$ cat src/rtl/busm_pkg.sv
// Shared types for the two-phase bus master.
// Assumes: nothing beyond IEEE 1800-2017.
package busm_pkg;
    typedef enum logic [1:0] {
        PH_IDLE   = 2'd0,
        PH_SETUP  = 2'd1,
        PH_ACCESS = 2'd2
    } phase_e;
endpackage

$ cat src/rtl/busm_phase_fsm.sv
// Bus phase sequencer: idle -> setup -> access, with access able to
// chain directly into setup when a request is accepted there.
// Assumes: accept is only asserted in idle or access.
module busm_phase_fsm
    import busm_pkg::*;
(
    input  logic   clk,
    input  logic   rst_n,
    input  logic   accept,
    output phase_e phase
);
    phase_e phase_q, phase_d;

    // Next-phase selection.
    always_comb begin
        phase_d = phase_q;
        case (phase_q)
            PH_IDLE:   phase_d = accept ? PH_SETUP : PH_IDLE;
            PH_SETUP:  phase_d = PH_ACCESS;
            PH_ACCESS: phase_d = accept ? PH_SETUP : PH_IDLE;
            default:   phase_d = PH_IDLE;
        endcase
    end

    // Phase register with synchronous reset.
    always_ff @(posedge clk) begin
        if (!rst_n) phase_q <= PH_IDLE;
        else        phase_q <= phase_d;
    end

    assign phase = phase_q;
endmodule

$ cat src/rtl/busm_req_capture.sv
// Request holding register: loads address, direction and write data on
// acceptance and keeps them until the next accepted request.
// Assumes: load is never high in the setup phase.
module busm_req_capture #(
    parameter int AW = 8,
    parameter int DW = 16
) (
    input  logic          clk,
    input  logic          rst_n,
    input  logic          load,
    input  logic          in_write,
    input  logic [AW-1:0] in_addr,
    input  logic [DW-1:0] in_wdata,
    output logic          q_write,
    output logic [AW-1:0] q_addr,
    output logic [DW-1:0] q_wdata
);
    // Capture the request fields on acceptance.
    always_ff @(posedge clk) begin
        if (!rst_n) begin
            q_write <= 1'b0;
            q_addr  <= '0;
            q_wdata <= '0;
        end else if (load) begin
            q_write <= in_write;
            q_addr  <= in_addr;
            q_wdata <= in_wdata;
        end
    end
endmodule

$ cat src/rtl/busm_read_return.sv
// Completion logic: write completion during access, read data captured
// at the end of access and returned with a pulse one cycle later.
// Assumes: no wait states, so access always lasts one cycle.
module busm_read_return #(
    parameter int DW = 16
) (
    input  logic          clk,
    input  logic          rst_n,
    input  logic          in_access,
    input  logic          is_write,
    input  logic [DW-1:0] slave_rdata,
    output logic          done,
    output logic [DW-1:0] rdata
);
    logic          rd_done_q;
    logic [DW-1:0] rdata_q;
    logic          rd_access;

    assign rd_access = in_access & ~is_write;

    // Read completion flag and data capture at the end of access.
    always_ff @(posedge clk) begin
        if (!rst_n) begin
            rd_done_q <= 1'b0;
            rdata_q   <= '0;
        end else begin
            rd_done_q <= rd_access;
            if (rd_access) rdata_q <= slave_rdata;
        end
    end

    // Merge write and read completion onto one pulse.
    always_comb begin
        done = (in_access & is_write) | rd_done_q;
    end

    assign rdata = rdata_q;
endmodule

$ cat src/rtl/busm_master.sv
// Two-phase bus master for a single slave. Host requests are accepted
// in idle or access, registered, and driven through setup and access.
// Assumes: synchronous active-low reset; slave never inserts wait states.
module busm_master
    import busm_pkg::*;
#(
    parameter int AW = 8,
    parameter int DW = 16
) (
    input  logic          clk,
    input  logic          rst_n,
    input  logic          host_valid,
    input  logic          host_write,
    input  logic [AW-1:0] host_addr,
    input  logic [DW-1:0] host_wdata,
    output logic          host_ready,
    output logic          host_done,
    output logic [DW-1:0] host_rdata,
    output logic          bus_sel,
    output logic          bus_en,
    output logic [AW-1:0] bus_addr,
    output logic          bus_write,
    output logic [DW-1:0] bus_wdata,
    input  logic [DW-1:0] bus_rdata
);
    phase_e phase;
    logic   accept;
    logic   in_access;

    // Acceptance: allowed everywhere but setup.
    always_comb begin
        host_ready = (phase != PH_SETUP);
        accept     = host_valid & host_ready;
        in_access  = (phase == PH_ACCESS);
    end

    busm_phase_fsm u_fsm (
        .clk    (clk),
        .rst_n  (rst_n),
        .accept (accept),
        .phase  (phase)
    );

    busm_req_capture #(.AW(AW), .DW(DW)) u_req (
        .clk      (clk),
        .rst_n    (rst_n),
        .load     (accept),
        .in_write (host_write),
        .in_addr  (host_addr),
        .in_wdata (host_wdata),
        .q_write  (bus_write),
        .q_addr   (bus_addr),
        .q_wdata  (bus_wdata)
    );

    busm_read_return #(.DW(DW)) u_ret (
        .clk         (clk),
        .rst_n       (rst_n),
        .in_access   (in_access),
        .is_write    (bus_write),
        .slave_rdata (bus_rdata),
        .done        (host_done),
        .rdata       (host_rdata)
    );

    // Phase to bus strobe decode.
    always_comb begin
        bus_sel = (phase != PH_IDLE);
        bus_en  = in_access;
    end
endmodule

$ cat config.mk
export PLATFORM = sky130hd
export DESIGN_NAME = busm_master
export DESIGN_NICKNAME = d
export VERILOG_FILES = /design/src/rtl/busm_pkg.sv /design/src/rtl/busm_phase_fsm.sv /design/src/rtl/busm_req_capture.sv /design/src/rtl/busm_read_return.sv /design/src/rtl/busm_master.sv
export SDC_FILE = /design/constraint.sdc
export NUM_CORES = 1
export LEC_CHECK = 0
export CORE_ASPECT_RATIO = 0.6
export CORE_MARGIN = 2
export CORE_UTILIZATION = 45
export CTS_CLUSTER_DIAMETER = 60
export DETAILED_ROUTE_END_ITERATION = 7
export DONT_BUFFER_PORTS = 1
export GPL_TIMING_DRIVEN = 0
export SYNTH_ARGS = -nofsm -noshare
export SYNTH_HDL_FRONTEND = slang
export SYNTH_HIERARCHICAL = 1
export SYNTH_SLANG_ARGS = --single-unit
$ cat constraint.sdc
create_clock -name clk -period 2.5 [get_ports clk]
set_input_delay 0.5 -clock clk [delete_from_list [all_inputs] [get_ports clk]]
set_output_delay 0.5 -clock clk [all_outputs]
set_load 0.005 [all_outputs]
==> results.md <==
Worst setup path:
- The number of buffers and inverters on the critical path is 0.
- The endpoint class of the critical path is an output pin.
- On the critical path, the stage with the largest delay is an instance of sky130_fd_sc_hd__dfxtp_1.
- Data on the critical path is required at its endpoint by 2.00 ns.
- The cell depth of the worst flop-to-flop path is 5.
- Along the worst path, the maximum fanout reaches 4.
- The category of the worst setup path launch point is a register.
- The highest cell delay on the worst timing path is roughly 0.35 ns.
- In this run the critical register-to-register path is launched from u_fsm/phase[1].
- The endpoint of the lowest-slack register-to-register path is u_ret/rdata[9].
- The critical path ends at host_done.
- The critical path arrival is 1.08 ns.
- Counting buffers and inverters, the worst setup path is 2 cells deep.
- The origin of the worst setup path is u_fsm/phase[1].
- Traced cell by cell, the critical path runs through nor2b_1 -> a21o_2.
- The critical path in this run is classified as register to output pin.
- The register-to-register setup slack is ~1.1 ns.
- The largest delay contributor family on the critical path is flip-flops.

Clock network:
- The maximum level of the CTS H-tree is 2.
- The longest clock path from root to sink contains 2 buffers.
- Hold repair after CTS inserted 0 buffers.
- After clock tree synthesis, the setup repair step added 0 buffers.
- After clock tree synthesis, the repair step resized 0 gates.
- The number of clock sinks is 44.
- The clock latency on the worst-skew pair is 0.29 ns.
- The root buffer selected by CTS is sky130_fd_sc_hd__clkbuf_8.
- The total CTS buffers is 5.
- TritonCTS built the clock tree.
- The clock-pin slew on the worst setup and hold paths is 0.08 ns.

GRT:
- The initial antenna violation count is 0.
- Global routing used 14.8% of the available tracks.
- Entering global routing, the biggest net connects 13 pins.
- The number of global-route vias before repair came to 1,034.
- The remaining global-route overflow is 0.
- The first global-routing pass estimated 4.97 mm of wire.

Floorplanning:
- The die is between 50 and 60 um tall.
- The floorplan step defined a die boundary enclosing 4450 um2.
- The count of pins on the block boundary is 89.
- In this run the horizontal extent of the chip is 84.8 um.
- The number of placement rows is 17.
- After floorplanning, the core was sized to cover between 3000 and 4000 um2.
- For this configuration, the core starts out at a cell density of a little under half.

Pwr:
- The maximum vdd ir drop is 0.396 mV.
- The total power density per cell area is 683 nW/um2.
- The reported leakage power is roughly 0.00076 uW.

Placement:
- OpenSTA, run right after detailed placement, puts the worst setup slack at about 1.1 ns.
- At the end of routability-driven placement, the weighted congestion stood at 0.698.
- The HPWL reported at the end of detailed placement is 2.42 mm.
- In this run the tool buffered the top-level ports with 0 buffer cells.

Logic synthesis:
- The count of distinct cell types in the synthesized netlist is 16.
- The cell type contributing the most total cell area after synthesis is sky130_fd_sc_hd__dfxtp_1.
- Among all cell types in the netlist, the one instantiated most often is sky130_fd_sc_hd__dfxtp_1.
- The number of warning messages in the yosys log is 6.
- The number of enable flip-flop cells after synthesis is 0.
- The cell area after synthesis is 1760 um2.
- By area the synthesized netlist is led by sky130_fd_sc_hd__dfxtp_1, sky130_fd_sc_hd__mux2i_1, sky130_fd_sc_hd__nor2b_1.
- The main flop type after synthesis is sky130_fd_sc_hd__dfxtp_1.
- Averaged over all synthesized cells, the footprint is 10.9 um2.
- The proportion of register bits with asynchronous set or reset after synthesis is 0%.
- The total of flip-flops plus latches after synthesis is 44.
- The number of cells produced by synthesis is ~160.
- The number of nets produced by synthesis is around 200.
- The portion of synthesized cell area occupied by the leading cell type is about 50%.
- The register area share after synthesis is 50.0%.
- Ranked by instance count, the synthesized netlist is headed by sky130_fd_sc_hd__dfxtp_1, sky130_fd_sc_hd__mux2i_1, sky130_fd_sc_hd__nand2_1.

STA:
- The number of max-slew violations in the final report is 0.
- Across the routed clock network, the largest skew measured is 0.00771 ns.
- The worst path meets setup with 0.920 ns of slack.
- Measured against its own limit, the worst slew margin works out to 76.8%.
- The final critical-path required period is 1.58 ns.
- The share of the clock period used by the worst path after layout is between 60 and 70%.
- At the pin with the least slew margin, the transition time is 0.347 ns.
- The final setup TNS is 0 ns.
- The count of final hold-check violations was 0.
- Static timing analysis puts the maximum clock frequency at 0.633 GHz.
- Setup repair after global routing left no endpoint under its margin.
- On the final layout, the worst hold slack is roughly 0.35 ns.
- The number of failing setup endpoints in the final timing report is 0.

Job:
- The tool flagged a number of max-cap violations equal to 0.

Hold path:
- The worst min-delay path category is primary input to register.
- The depth of the worst hold-timing path is 2.

Cells and area:
- The total inserted antenna cells is 0.
- In the final layout, the share of cells above drive strength 1 is 12.4%.
- At the end of the flow, the number of nets in the layout was 213.
- The area overhead of the layout relative to synthesis is 7.74%.

Route:
- The final routed wirelength across all metal layers is 3.22 mm.
- The pre-antenna-repair detailed-routing pass consisted of 4 iterations.
- After detailed routing, the number of remaining DRC violations is 0.
- The count of nets left with antenna violations once routing finished came out at 0.
- The violation count after the first detailed-routing iteration is 25.
- The average wire length per cell after detail routing is 14.9 um.
- After detailed routing, the number of vias per cell comes to 4.97.
- The total vias in the final route is about 1,100.

Status:
- The run finished with clean final reports.
final cells by class:
class                   count  area [um2]
clock buffers               6        72.6
well taps                  47        58.8
multi-input cells         107         771
fillers                   349        1800
clock inverters             1        5.00
plain buffers              11         110
flip-flops and latches     44         881
worst min-delay path by stage:
stage	start	end
after floorplan	u_ret/rdata[0]	u_ret/rdata[0]
after global placement	u_ret/rdata[14]	u_ret/rdata[14]
after detailed placement	u_ret/rdata[0]	u_ret/rdata[0]
after CTS	rst_n	u_req/q_write
after global routing	bus_rdata[5]	u_ret/rdata[5]
final	bus_rdata[5]	u_ret/rdata[5]
metrics by stage:
stage	total power (uW)	utilization (%)	std cells	area, um2
2_1_floorplan	884	-	162	1760
3_3_place_gp	903	49.2	209	1820
3_5_place_dp	909	49.2	209	1820
4_1_cts	1310	51.3	216	1900
5_1_grt	1360	51.3	216	1900
6_report	1300	51.3	216	1900
routing by layer:
layer / track usage [%] / part of all wire (%)
met5: 0 / 0
met4: 7.67 / 0.50
met3: 5.83 / 9.6
met2: 21.3 / 42
met1: 19.4 / 48
state kept, by name (all words and copies together), names as in the netlist:
name	cells
u_req/q_wdata	16
u_ret/rdata	16
u_req/q_addr	8
u_fsm/phase	2
u_req/q_write	1
u_ret/rd_done_q	1
worst register-to-register path, delay by kind of cell (launching register included):
kind / cells / cell delay, ns
simple gates: 2 / 0.47
mux: 1 / 0.19
buf+inv: 2 / 0.31
flops: 1 / 0.35
power by group:
part	total [uW]	internal, uW	switching (uW)
logic	127	69.1	58.0
clock network	407	190	217
registers	763	736	27.6
total	1300	995	302
cells by family after synthesis:
logic type | after synthesis | share of synthesized area [%]
flops | 44 | 50.0
mux | 41 | 23.3
buf+inv | 11 | 6.25
compound gates | 1 | 0.497
simple gates | 65 | 20.0
placed cells by master (no fill, tap or decap):
| cell | count |
|---|---|
| sky130_fd_sc_hd__a21o_2 | 1 |
| sky130_fd_sc_hd__buf_6 | 2 |
| sky130_fd_sc_hd__dfxtp_1 | 44 |
| sky130_fd_sc_hd__nor2b_4 | 1 |
| sky130_fd_sc_hd__or2_1 | 1 |
| sky130_fd_sc_hd__nor2b_1 | 26 |
| sky130_fd_sc_hd__buf_12 | 3 |
| sky130_fd_sc_hd__clkbuf_8 | 5 |
| sky130_fd_sc_hd__clkinv_2 | 1 |
| sky130_fd_sc_hd__clkbuf_1 | 3 |
| sky130_fd_sc_hd__and2_4 | 1 |
| sky130_fd_sc_hd__nand2_1 | 32 |
| sky130_fd_sc_hd__and3b_2 | 1 |
| sky130_fd_sc_hd__and3b_1 | 1 |
| sky130_fd_sc_hd__buf_2 | 4 |
| sky130_fd_sc_hd__and2_2 | 1 |
| sky130_fd_sc_hd__mux2i_1 | 41 |
| sky130_fd_sc_hd__nand2b_4 | 1 |
Power figures use the tool's default switching activity.
